--- config.mk ---
export PLATFORM = sky130hd
export DESIGN_NAME = dual_prescaler
export DESIGN_NICKNAME = d
export VERILOG_FILES = /design/src/rtl/prescaler_pkg.sv /design/src/rtl/med_step_gen.sv /design/src/rtl/watch_quarter.sv /design/src/rtl/prescale_counter.sv /design/src/rtl/dual_prescaler.sv
export SDC_FILE = /design/constraint.sdc
export NUM_CORES = 1
export LEC_CHECK = 0
export BUFFER_PORTS_ARGS = -buffer_cell sky130_fd_sc_hd__buf_2
export CORE_ASPECT_RATIO = 0.5
export CORE_MARGIN = 2
export CORE_UTILIZATION = 40
export CTS_CLUSTER_DIAMETER = 40
export DETAILED_ROUTE_END_ITERATION = 10
export GPL_TIMING_DRIVEN = 1
export PLACE_DENSITY_LB_ADDON = 0.25
export SYNTH_ARGS = -nofsm -noshare
export SYNTH_HDL_FRONTEND = slang
export SYNTH_SLANG_ARGS = --single-unit
--- constraint.sdc ---
create_clock -name clk -period 1.9 [get_ports clk]
set_input_delay 0.095 -clock clk [delete_from_list [all_inputs] [get_ports clk]]
set_output_delay 0.095 -clock clk [all_outputs]
set_load 0.02 [all_outputs]
--- src/rtl/prescaler_pkg.sv ---
package prescaler_pkg;

  typedef enum logic [2:0] {
    PM_RUN_FAST   = 3'd0,
    PM_RUN_MED    = 3'd1,
    PM_SLEEP_FAST = 3'd2,
    PM_SLEEP_MED  = 3'd3,
    PM_STANDBY    = 3'd4,
    PM_WATCH      = 3'd5,
    PM_SUB_RUN    = 3'd6,
    PM_SUB_SLEEP  = 3'd7
  } pmode_e;

  // Modes that step the system counter through the medium-speed divider.
  function automatic logic is_medium(input pmode_e m);
    return (m == PM_RUN_MED) || (m == PM_SLEEP_MED);
  endfunction

  // Modes that hold the system counter at zero.
  function automatic logic sys_held_zero(input pmode_e m);
    return (m == PM_STANDBY) || (m == PM_WATCH) ||
           (m == PM_SUB_RUN) || (m == PM_SUB_SLEEP);
  endfunction

  // Modes that freeze the watch path.
  function automatic logic wat_frozen(input pmode_e m);
    return m == PM_STANDBY;
  endfunction

  // log2 of the medium-speed step period for each ratio code.
  function automatic int unsigned med_log2(input logic [1:0] r);
    case (r)
      2'b00:   return 4;
      2'b01:   return 5;
      2'b10:   return 6;
      default: return 3;
    endcase
  endfunction

endpackage

--- src/rtl/med_step_gen.sv ---
module med_step_gen #(
  parameter int unsigned DIV_W = 6
) (
  input  logic       clk,
  input  logic       rst,
  input  logic       enable,
  input  logic [1:0] ratio,
  output logic       step
);
  import prescaler_pkg::*;

  logic [DIV_W-1:0] div_q;
  logic [DIV_W-1:0] span_mask;

  always_comb begin
    span_mask = '0;
    for (int k = 0; k < DIV_W; k++) begin
      if (k < int'(med_log2(ratio))) span_mask[k] = 1'b1;
    end
  end

  assign step = enable && ((div_q & span_mask) == span_mask);

  always_ff @(posedge clk) begin
    if (rst || !enable) div_q <= '0;
    else                div_q <= div_q + 1'b1;
  end
endmodule

--- src/rtl/watch_quarter.sv ---
module watch_quarter #(
  parameter int unsigned Q_W = 2
) (
  input  logic clk,
  input  logic rst,
  input  logic freeze,
  input  logic tick,
  output logic adv
);
  logic [Q_W-1:0] q;
  logic           live;

  assign live = tick && !freeze;
  assign adv  = live && (&q);

  always_ff @(posedge clk) begin
    if (rst)       q <= '0;
    else if (live) q <= q + 1'b1;
  end
endmodule

--- src/rtl/prescale_counter.sv ---
module prescale_counter #(
  parameter int unsigned W = 8
) (
  input  logic         clk,
  input  logic         rst,
  input  logic         clear,
  input  logic         step,
  output logic [W-1:0] count,
  output logic [W-1:0] tap
);
  // Bit k falls on an increment exactly when bits k..0 are all ones.
  function automatic logic [W-1:0] fall_mask(input logic [W-1:0] v);
    logic acc;
    logic [W-1:0] m;
    acc = 1'b1;
    for (int k = 0; k < W; k++) begin
      acc  = acc & v[k];
      m[k] = acc;
    end
    return m;
  endfunction

  always_ff @(posedge clk) begin
    if (rst || clear) begin
      count <= '0;
      tap   <= '0;
    end else if (step) begin
      count <= count + 1'b1;
      tap   <= fall_mask(count);
    end else begin
      tap   <= '0;
    end
  end
endmodule

--- src/rtl/dual_prescaler.sv ---
module dual_prescaler #(
  parameter int unsigned SYS_W     = 13,
  parameter int unsigned WAT_W     = 8,
  parameter int unsigned QUARTER_W = 2,
  parameter int unsigned MED_DIV_W = 6
) (
  input  logic             clk,
  input  logic             rst,
  input  logic             wclk_tick,
  input  logic [2:0]       pmode,
  input  logic [1:0]       ms_ratio,
  output logic [SYS_W-1:0] sys_count,
  output logic [SYS_W-1:0] sys_tap,
  output logic [WAT_W-1:0] wat_count,
  output logic [WAT_W-1:0] wat_tap
);
  import prescaler_pkg::*;

  pmode_e mode;
  logic   sys_clear;
  logic   sys_medium;
  logic   med_step;
  logic   sys_step;
  logic   wat_freeze;
  logic   wat_step;

  assign mode       = pmode_e'(pmode);
  assign sys_clear  = sys_held_zero(mode);
  assign sys_medium = is_medium(mode);
  assign wat_freeze = wat_frozen(mode);
  assign sys_step   = !sys_clear && (sys_medium ? med_step : 1'b1);

  med_step_gen #(.DIV_W(MED_DIV_W)) u_med (
    .clk    (clk),
    .rst    (rst),
    .enable (sys_medium),
    .ratio  (ms_ratio),
    .step   (med_step)
  );

  watch_quarter #(.Q_W(QUARTER_W)) u_quarter (
    .clk    (clk),
    .rst    (rst),
    .freeze (wat_freeze),
    .tick   (wclk_tick),
    .adv    (wat_step)
  );

  prescale_counter #(.W(SYS_W)) u_sys (
    .clk   (clk),
    .rst   (rst),
    .clear (sys_clear),
    .step  (sys_step),
    .count (sys_count),
    .tap   (sys_tap)
  );

  prescale_counter #(.W(WAT_W)) u_wat (
    .clk   (clk),
    .rst   (rst),
    .clear (1'b0),
    .step  (wat_step),
    .count (wat_count),
    .tap   (wat_tap)
  );
endmodule

==> impl_metrics.env, run 1 <==
export IMPL_place_area_mm2=0.00225
export IMPL_ys_ff_latch=50
export IMPL_cp_cell_sequence="ha_4, o211ai_2, o31a_4, buf_2, or4_1, a21oi_1"
export IMPL_nNetsFinal=280
export IMPL_grt_pass1_wl_um=6430
export IMPL_critPathKind="flop to flop"
export IMPL_cp_slowest_stage_delay_ns=0.50
export IMPL_fin_area_mm2=0.00243
export IMPL_p_total_uw=1880
export IMPL_ios=50
export IMPL_post_route_period_util=0.973
export IMPL_relSlewSlack=0.697
export IMPL_dp_hpwl_um=2750
export IMPL_drive_above_1_share=0.283
export IMPL_hold_class="primary input to flop"
export IMPL_dr_first_iter_drc_count=35
export IMPL_grt_usage=0.155
export IMPL_skew_ns=0.00711
export IMPL_p_int_uw=1490
export IMPL_cts_max_path_buffers=2
export IMPL_die_width_um=102
export IMPL_start_util=0.426
export IMPL_ant_nets=0
export IMPL_critical_path_max_fanout=5
export IMPL_clk_latency_ns=0.30
export IMPL_overflow=0
export IMPL_synthesis_nets=220
export IMPL_synth_ff_type="dfxtp_1"
export IMPL_netlist_area_mm2=0.00192
export IMPL_postSynthCellCount=204
export IMPL_grt_pass1_vias=1472
export IMPL_clkPwrFrac=0.389
export IMPL_final_setup_viol_count=0
export IMPL_synth_edf_count=0
export IMPL_worstSetupStartpointType="flop"
export IMPL_synthDistinctLibCells=32
export IMPL_cp_slowest_cell="or4_1"
export IMPL_leakagePower_uw=0.00103
export IMPL_fmax_mhz=541
export IMPL_p_per_area_mw_per_mm2=774
export IMPL_core_area_mm2=0.00451
export IMPL_portBuffers=49
export IMPL_n_antenna_cell=0
export IMPL_wl_um=4100
export IMPL_hold_violations=0
export IMPL_maxSlewViolCount=0
export IMPL_dieArea_mm2=0.00541
export IMPL_status="finished, final reports clean"
export IMPL_ys_seq_area_frac=0.521
export IMPL_syn_to_final_growth_pct=26.2
export IMPL_h_tree_depth=2
export IMPL_viasPerCell=4.92
export IMPL_antenna_found_initial=0
export IMPL_grt_max_degree=20
export IMPL_p_sw_uw=390
export IMPL_gp_congestion=0.750
export IMPL_placed_cells_incl_taps=317
export IMPL_end_kind="flop"
export IMPL_fin_cells=331
export IMPL_crit_family="compound AO/OA/AOI/OAI gates"
export IMPL_cts_buffers_inserted=5
export IMPL_cts_sinks=50
export IMPL_cp_arrival_ns=2.08
export IMPL_cts_tree="done"
export IMPL_path_clk_slew_ns=0.09
export IMPL_rows=17
export IMPL_vias=1630
export IMPL_avgSynthCellArea_um2=9.42
export IMPL_async_flop_share=0
export IMPL_sw_frac_of_total=0.208
export IMPL_wl_per_cell_um=12.4
export IMPL_tns_ns=0
export IMPL_drv_cap=0
export IMPL_fin_crit_ns=1.85
export IMPL_vdd_ir_drop_max_v=0.000351
export IMPL_seq_power_share=0.565
export IMPL_drc_errors=0
export IMPL_power_frac_comb=0.045
export IMPL_clockRootBuffer="clkbuf_8"
export IMPL_cp_required_ns=2.13
export IMPL_die_height_um=53.0
export IMPL_first_pass_iters=4
export IMPL_tightest_slew_ns=0.453
export IMPL_yosys_warnings=0
export IMPL_holdWs_ns=0.125
export IMPL_critPathBufInv=1
kinds of logic after synthesis:
| kind of cell | count (synthesis) | share of synthesized area |
|---|---|---|
| AO/OA/AOI/OAI | 27 | 0.0892 |
| XOR/XNOR | 12 | 0.0547 |
| adder cells (fa/ha/maj) | 8 | 0.0521 |
| buffers and inverters | 13 | 0.0293 |
| flip-flops | 50 | 0.521 |
| multiplexers | 1 | 0.00521 |
| AND/OR/NAND/NOR | 93 | 0.249 |
cell usage after synthesis (all sizes together) (2+ instances only):
library cell,count,area (um2)
dfxtp,50,1000
nor2,25,93.8
nand2,15,56.3
a21oi,14,70.1
nand3,12,60.1
xnor2,9,78.8
ha,8,100
o31ai,8,65.1
nor3,7,35.0
or4,7,52.6
and3,6,37.5
inv,6,22.5
clkbuf,5,18.8
nand4,4,25.0
nor3b,3,27.5
nor4,3,18.8
o21ai,3,15.0
or2,3,18.8
xor2,3,26.3
and2,2,12.5
buf,2,15.0
nand2b,2,12.5
or3,2,12.5
final cells by class:
| cell class | instances | area, um2 |
|---|---|---|
| fillers | 423 | 2080 |
| flip-flops and latches | 50 | 1000 |
| multi-input cells | 141 | 886 |
| repair buffers | 60 | 325 |
| well taps | 66 | 82.6 |
| clock buffers | 7 | 76.3 |
| clock inverters | 1 | 30.0 |
| inverters | 6 | 22.5 |
layer usage:
layer,GRT usage,vias to the layer above,share of wire
met2,0.249,45,0.46
met5,0,-,0
li1,-,830,-
met4,0.0600,0,0.014
met1,0.196,749,0.48
met3,0.0489,6,0.048
repair_timing:
item | CTS | global route
cloned | 0 | 0
pin swaps | 0 | 2
hold buffers | 0 | 0
gates resized for setup | 1 | 6
setup buffers | 0 | 6
endpoints found under the setup margin | 7 | 7
power groups by stage:
stage                     logic [uW]  registers (uW)  clock network, uW
after floorplan                 42.6            1090                  0
final                           85.1            1060                731
after global placement          71.1            1080                  0
after global routing            94.7            1060                801
after CTS                       73.0            1060                753
after detailed placement        72.3            1090                  0
per-stage QoR:
| step | util | worst slack [ns] |
|---|---|---|
| floorplan | - | 0.184 |
| global placement | 0.500 | 0.0593 |
| detailed placement | 0.500 | -0.00417 |
| CTS | 0.524 | 0.0278 |
| global route | 0.538 | -0.0132 |
| finish | 0.538 | 0.0505 |
path summary, 6_finish.rpt:
kind	start	endpoint	slack, ns	cells past startpoint
hold / removal	pmode[0]	u_med.div_q[1]$_SDFF_PP0_	0.13	2
setup / recovery	u_med.div_q[1]$_SDFF_PP0_	u_sys.count[8]$_SDFFE_PP0P_	0.05	6
hold reg to reg	u_med.div_q[0]$_SDFF_PP0_	u_med.div_q[0]$_SDFF_PP0_	0.44	1
setup reg to reg	u_med.div_q[1]$_SDFF_PP0_	u_sys.count[8]$_SDFFE_PP0P_	0.05	6
registers in the layout, summed over array words and instances (netlist names):
name,count
u_med.div_q,6
u_quarter.q,2
u_wat.count,8
u_wat.tap,8
u_sys.count,13
u_sys.tap,13
cell usage in the layout, fill, tap and decap left out:
cell type,count
and2_1,2
or2_2,2
a21oi_1,14
buf_4,9
mux2i_1,1
clkbuf_1,2
o21ai_0,3
or2_1,1
o31ai_1,7
nand2b_1,2
or3_1,2
and3_1,6
bufinv_16,1
nor3b_2,1
o211ai_2,1
nand3_1,12
dfxtp_1,48
clkbuf_8,5
ha_1,7
nand4_1,4
nor4_1,3
nor4b_1,1
nand2_1,15
o31ai_2,1
or4_1,7
inv_1,6
nor3b_1,2
clkbuf_4,1
xnor2_1,9
buf_2,50
o31a_4,1
nor2_1,25
nor2b_1,1
dfxtp_2,2
xor2_1,3
nor3_1,7
ha_4,1
Note: power is estimated with default switching activity, not from simulation.
==> inputs of run 2 (changes only) <==
ABC_AREA = 1   (was unset)
==> impl_metrics.env, run 2 <==
export IMPL_dp_hpwl_um=3510
export IMPL_wl_um=4600
export IMPL_ios=50
export IMPL_cts_sinks=50
export IMPL_synth_top_area_cell="dfxtp_1"
export IMPL_cts_max_path_buffers=2
export IMPL_cts_resized=0
export IMPL_core_area_mm2=0.00542
export IMPL_ant_nets=0
export IMPL_first_pass_iters=4
export IMPL_die_height_um=56.6
export IMPL_p_per_area_mw_per_mm2=716
export IMPL_dr_first_iter_drc_count=70
export IMPL_dieArea_mm2=0.00618
export IMPL_synthTopCellsByCount="nand2_1 (60), dfxtp_1 (50), nor2_1 (46)"
export IMPL_hold_class="primary input to flop"
export IMPL_cp_required_ns=2.14
export IMPL_reg_top3="u_sys.count (13), u_sys.tap (13)"
export IMPL_min_from="rst"
export IMPL_worst_r2r_path_depth=10
export IMPL_syn_to_final_growth_pct=19.2
export IMPL_layout_common_cells="nand2_1 (60), dfxtp_1 (50), buf_2 (49)"
export IMPL_clk_latency_ns=0.30
export IMPL_yosys_warnings=0
export IMPL_n_antenna_cell=0
export IMPL_nNetsFinal=358
export IMPL_drc_errors=0
export IMPL_viasPerCell=4.80
export IMPL_post_cts_setup_buffer_count=0
export IMPL_leakagePower_uw=0.00113
export IMPL_post_route_period_util=0.857
export IMPL_clockRootBuffer="clkbuf_8"
export IMPL_rr_startpoint="u_sys.count[1]$_SDFFE_PP0P_"
export IMPL_synth_most_common_cell="nand2_1"
export IMPL_end_kind="flop"
export IMPL_hold_violations=0
export IMPL_netlist_area_mm2=0.00221
export IMPL_relSlewSlack=0.752
export IMPL_worstSetupStartpointType="flop"
export IMPL_synth_area_top_cells="dfxtp_1 (45%), nand2_1 (10%), nor2_1 (7.8%)"
export IMPL_path_clk_slew_ns=0.09
export IMPL_final_setup_viol_count=0
export IMPL_postSynthCellCount=288
export IMPL_postCtsHoldBufs=0
export IMPL_fin_crit_ns=1.63
export IMPL_synth_ff_type="dfxtp_1"
export IMPL_overflow=0
export IMPL_die_width_um=109
export IMPL_holdPathStages=2
export IMPL_synth_edf_count=0
export IMPL_rsz0062_at_grt="false"
export IMPL_start_util=0.408
export IMPL_fmax_mhz=614
export IMPL_nFillCells=576
export IMPL_min_to="u_wat.count[6]$_SDFFE_PP0P_"
export IMPL_cp_arrival_ns=1.87
export IMPL_critical_path_max_fanout=6
export IMPL_vdd_ir_drop_max_v=0.000362
export IMPL_h_tree_depth=2
export IMPL_synthesis_nets=304
export IMPL_antenna_found_initial=0
export IMPL_drive_above_1_share=0.230
export IMPL_maxSlewViolCount=0
export IMPL_grt_max_degree=15
export IMPL_synth_top_cell_area_share=0.452
export IMPL_status="finished, final reports clean"
export IMPL_ys_ff_latch=50
export IMPL_rows=19
export IMPL_drv_cap=0
export IMPL_portBuffers=49
export IMPL_final_common_cell="nand2_1"
export IMPL_cts_tree="done"
export IMPL_grt_pass1_vias=1779
export IMPL_ys_seq_area_frac=0.452
export IMPL_gp_congestion=0.843
export IMPL_wl_per_cell_um=11.1
export IMPL_tightest_slew_ns=0.372
export IMPL_holdWs_ns=0.0503
export IMPL_critPathKind="flop to flop"
export IMPL_timing_rr_end="u_sys.tap[12]$_SDFF_PP0_"
export IMPL_async_flop_share=0
export IMPL_avgSynthCellArea_um2=7.69
export IMPL_skew_ns=0.00973
export IMPL_vias=1996
export IMPL_grt_usage=0.158
export IMPL_cts_buffers_inserted=5
export IMPL_tns_ns=0
export IMPL_r2r_setup_slack_ns=0.27
export IMPL_grt_pass1_wl_um=7700
export IMPL_synthDistinctLibCells=27
==> run 2: cell count changes in the layout (fill, tap and decap cells not counted), sizes merged, moves of 6 or more <==
cell	delta
nand2	+54
xnor2	-6
a21oi	+7
inv	+27
o31ai	-8
buf	-9
or4	-7
nor2	+28
o21ai	+10
==> run 2: power breakdown <==
group | leakage, uW | switching [uW] | internal [uW]
Clock | 0.0000524 | 337 | 394
Sequential | 0.000404 | 8.20 | 1060
Combinational | 0.000673 | 63.3 | 28.5
==> run 2: through the flow <==
| step | setup WS [ns] | utilization | area [um2] | std cells | power (uW) |
|---|---|---|---|---|---|
| floorplan | 0.191 | - | 2210 | 288 | 1150 |
| global placement | 0.366 | 0.467 | 2530 | 408 | 1180 |
| detailed placement | 0.287 | 0.467 | 2530 | 408 | 1180 |
| CTS | 0.254 | 0.487 | 2640 | 416 | 1910 |
| global route | 0.111 | 0.487 | 2640 | 416 | 1980 |
| finish | 0.272 | 0.487 | 2640 | 416 | 1890 |
==> run 2: routing by layer <==
layer / track usage / vias up / routed length, um
met1: 0.190 / 923 / 2110
met4: 0.0380 / 0 / 37
met2: 0.282 / 41 / 2220
li1: - / 1025 / -
met5: 0 / - / 0
met3: 0.0418 / 7 / 229
==> run 2: logic make-up (layout without fill, tap and decap cells) <==
group,after synthesis,after routing,synth area share
AO/OA/AOI/OAI,34,34,0.0820
XOR/XNOR,7,7,0.0277
adder cells (fa/ha/maj),8,8,0.0452
buffers and inverters,36,91,0.0678
flip-flops,50,50,0.452
AND/OR/NAND/NOR,153,153,0.325
==> run 2: worst max path at each step <==
stage / from / endpoint / slack (ns)
2_1_floorplan: u_sys.count[0]$_SDFFE_PP0P_ / u_sys.tap[12]$_SDFF_PP0_ / 0.19
5_1_grt: u_sys.count[1]$_SDFFE_PP0P_ / u_sys.tap[12]$_SDFF_PP0_ / 0.11
3_5_place_dp: u_sys.count[1]$_SDFFE_PP0P_ / u_sys.tap[12]$_SDFF_PP0_ / 0.29
6_report: u_sys.count[1]$_SDFFE_PP0P_ / u_sys.tap[12]$_SDFF_PP0_ / 0.27
3_3_place_gp: u_sys.count[1]$_SDFFE_PP0P_ / u_sys.tap[12]$_SDFF_PP0_ / 0.37
4_1_cts: u_sys.count[1]$_SDFFE_PP0P_ / u_sys.tap[12]$_SDFF_PP0_ / 0.25
==> run 2: cell type report <==
type,instances,area [um2],share of cell area
Timing Repair Buffer,50,253,0.0958
Clock buffer,7,76.3,0.0289
Clock inverter,1,30.0,0.0114
Tap cell,73,91.3,0.0346
Sequential cell,50,1000,0.380
Multi-Input combinational cell,202,1060,0.403
Inverter,33,124,0.0470
==> run 2: critical path, cell delays in order (launching register included) <==
cell     delay [ns]
dfxtp_1        0.39
ha_1           0.28
ha_1           0.21
nand2_2        0.08
nor2_2         0.13
nand2_2        0.08
nor2_2         0.10
nand3_2        0.09
inv_2          0.07
nand2_2        0.05
nor2_2         0.08
==> inputs of run 3 (changes only) <==
BUFFER_PORTS_ARGS = unset   (was -buffer_cell sky130_fd_sc_hd__buf_2)
DONT_BUFFER_PORTS = 1   (was unset)
HOLD_SLACK_MARGIN = 0.05   (was unset)
==> impl_metrics.env, run 3 (synthesized netlist as in run 2, its figures left out) <==
export IMPL_wl_per_cell_um=12.2
export IMPL_start_util=0.408
export IMPL_dieArea_mm2=0.00618
export IMPL_final_common_cell="nand2_1"
export IMPL_cts_sinks=50
export IMPL_vdd_ir_drop_max_v=0.000336
export IMPL_clockRootBuffer="clkbuf_8"
export IMPL_holdWs_ns=0.0740
export IMPL_fmax_mhz=618
export IMPL_hold_violations=0
export IMPL_n_antenna_cell=0
export IMPL_dp_hpwl_um=3440
export IMPL_cts_max_path_buffers=2
export IMPL_grt_pass1_vias=1692
export IMPL_fin_area_mm2=0.00245
export IMPL_grt_pass1_wl_um=7600
export IMPL_end_kind="flop"
export IMPL_worstSetupStartpointType="flop"
export IMPL_core_area_mm2=0.00542
export IMPL_cts_resized=0
export IMPL_drive_above_1_share=0.123
export IMPL_cts_buffers_inserted=5
export IMPL_layout_common_cells="nand2_1 (60), dfxtp_1 (50), nor2_1 (46)"
export IMPL_portBuffers=0
export IMPL_post_cts_setup_buffer_count=0
export IMPL_path_clk_slew_ns=0.09
export IMPL_clk_latency_ns=0.30
export IMPL_vias=1809
export IMPL_gp_congestion=0.813
export IMPL_skew_ns=0.00573
export IMPL_fin_util=0.452
export IMPL_nNetsFinal=317
export IMPL_cp_arrival_ns=1.86
export IMPL_drv_cap=0
export IMPL_reg_top3="u_sys.count (13), u_sys.tap (13)"
export IMPL_tns_ns=0
export IMPL_dr_first_iter_drc_count=70
export IMPL_status="finished, final reports clean"
export IMPL_critPathKind="flop to flop"
export IMPL_wl_um=4570
export IMPL_cts_tree="done"
export IMPL_antenna_found_initial=0
export IMPL_rsz0062_at_grt="false"
export IMPL_grt_usage=0.156
export IMPL_leakagePower_uw=0.000902
export IMPL_nFillCells=549
export IMPL_h_tree_depth=2
export IMPL_ios=50
export IMPL_ant_nets=0
export IMPL_maxSlewViolCount=0
export IMPL_hold_class="primary input to flop"
export IMPL_drc_errors=0
export IMPL_viasPerCell=4.82
export IMPL_p_per_area_mw_per_mm2=730
export IMPL_die_height_um=56.6
export IMPL_overflow=0
export IMPL_final_setup_viol_count=0
export IMPL_critical_path_max_fanout=6
export IMPL_post_route_period_util=0.852
export IMPL_place_area_mm2=0.00232
export IMPL_rows=19
export IMPL_tightest_slew_ns=0.443
export IMPL_syn_to_final_growth_pct=10.6
export IMPL_relSlewSlack=0.704
export IMPL_grt_max_degree=16
export IMPL_fin_crit_ns=1.62
export IMPL_cp_required_ns=2.14
export IMPL_first_pass_iters=4
export IMPL_die_width_um=109
export IMPL_register_area_mm2=0.00100
export IMPL_multi_input_area_mm2=0.00106
-- run 3: cell count changes in the layout (fill, tap and decap cells not counted) --
cell	previous run	this run
buf_2	49	0
clkbuf_8	5	6
dlygate4sd3_1	0	3
clkbuf_1	2	0
clkinv_2	0	1
clkinvlp_4	0	1
buf_4	1	6
bufinv_16	1	0
-- run 3: area by class of cell --
type,instances,share of cell area
multi-input combinational,202,0.434
inverter,33,0.0506
clock buffer,6,0.0337
tap,73,0.0373
clock inverter,2,0.00511
timing repair buffer,9,0.0307
sequential,50,0.409
-- run 3: through the flow --
step | instances | power, uW | setup WS (ns)
6_report | 375 | 1790 | 0.281
5_1_grt | 375 | 1870 | 0.143
4_1_cts | 375 | 1820 | 0.274
3_5_place_dp | 364 | 1170 | 0.295
3_3_place_gp | 364 | 1170 | 0.392
2_1_floorplan | 288 | 1150 | 0.191
-- run 3: critical path, stage by stage, from the launching register on --
cell and delay (ns):
dfxtp_1 0.35, ha_1 0.28, ha_1 0.22, nand2_2 0.08
nor2_2 0.14, nand2_2 0.09, nor2_2 0.11, nand3_2 0.09
inv_2 0.07, nand2_2 0.05, nor2_2 0.08
-- run 3: final timing paths --
path	from	endpoint	slack, ns	depth (start not counted)
hold reg to reg	u_med.div_q[0]$_SDFF_PP0_	u_med.div_q[0]$_SDFF_PP0_	0.45	1
hold / removal	wclk_tick	u_quarter.q[0]$_SDFFE_PP0P_	0.07	3
setup reg to reg	u_sys.count[1]$_SDFFE_PP0P_	u_sys.tap[12]$_SDFF_PP0_	0.28	10
setup / recovery	u_sys.count[1]$_SDFFE_PP0P_	u_sys.tap[12]$_SDFF_PP0_	0.28	10
-- run 3: layer usage --
| layer | global-route usage | routed length, um | vias to the layer above | share of wire |
|---|---|---|---|---|
| li1 | - | - | 940 | - |
| met1 | 0.180 | 2010 | 817 | 0.44 |
| met2 | 0.273 | 2210 | 48 | 0.48 |
| met3 | 0.0546 | 330 | 4 | 0.072 |
| met4 | 0.0434 | 25 | 0 | 0.0055 |
| met5 | 0 | 0 | - | 0 |
-- run 3: timing repair --
| action | in CTS | in global routing |
|---|---|---|
| setup endpoints to repair | 0 | 0 |
| hold endpoints to repair | 19 | 0 |
| hold buffers | 3 | 0 |
-- run 3: power by group --
| group | leakage [uW] | internal [uW] | switching [uW] |
|---|---|---|---|
| Combinational | 0.000451 | 28.4 | 61.0 |
| Clock | 0.0000472 | 293 | 341 |
| Sequential | 0.000404 | 1060 | 8.71 |
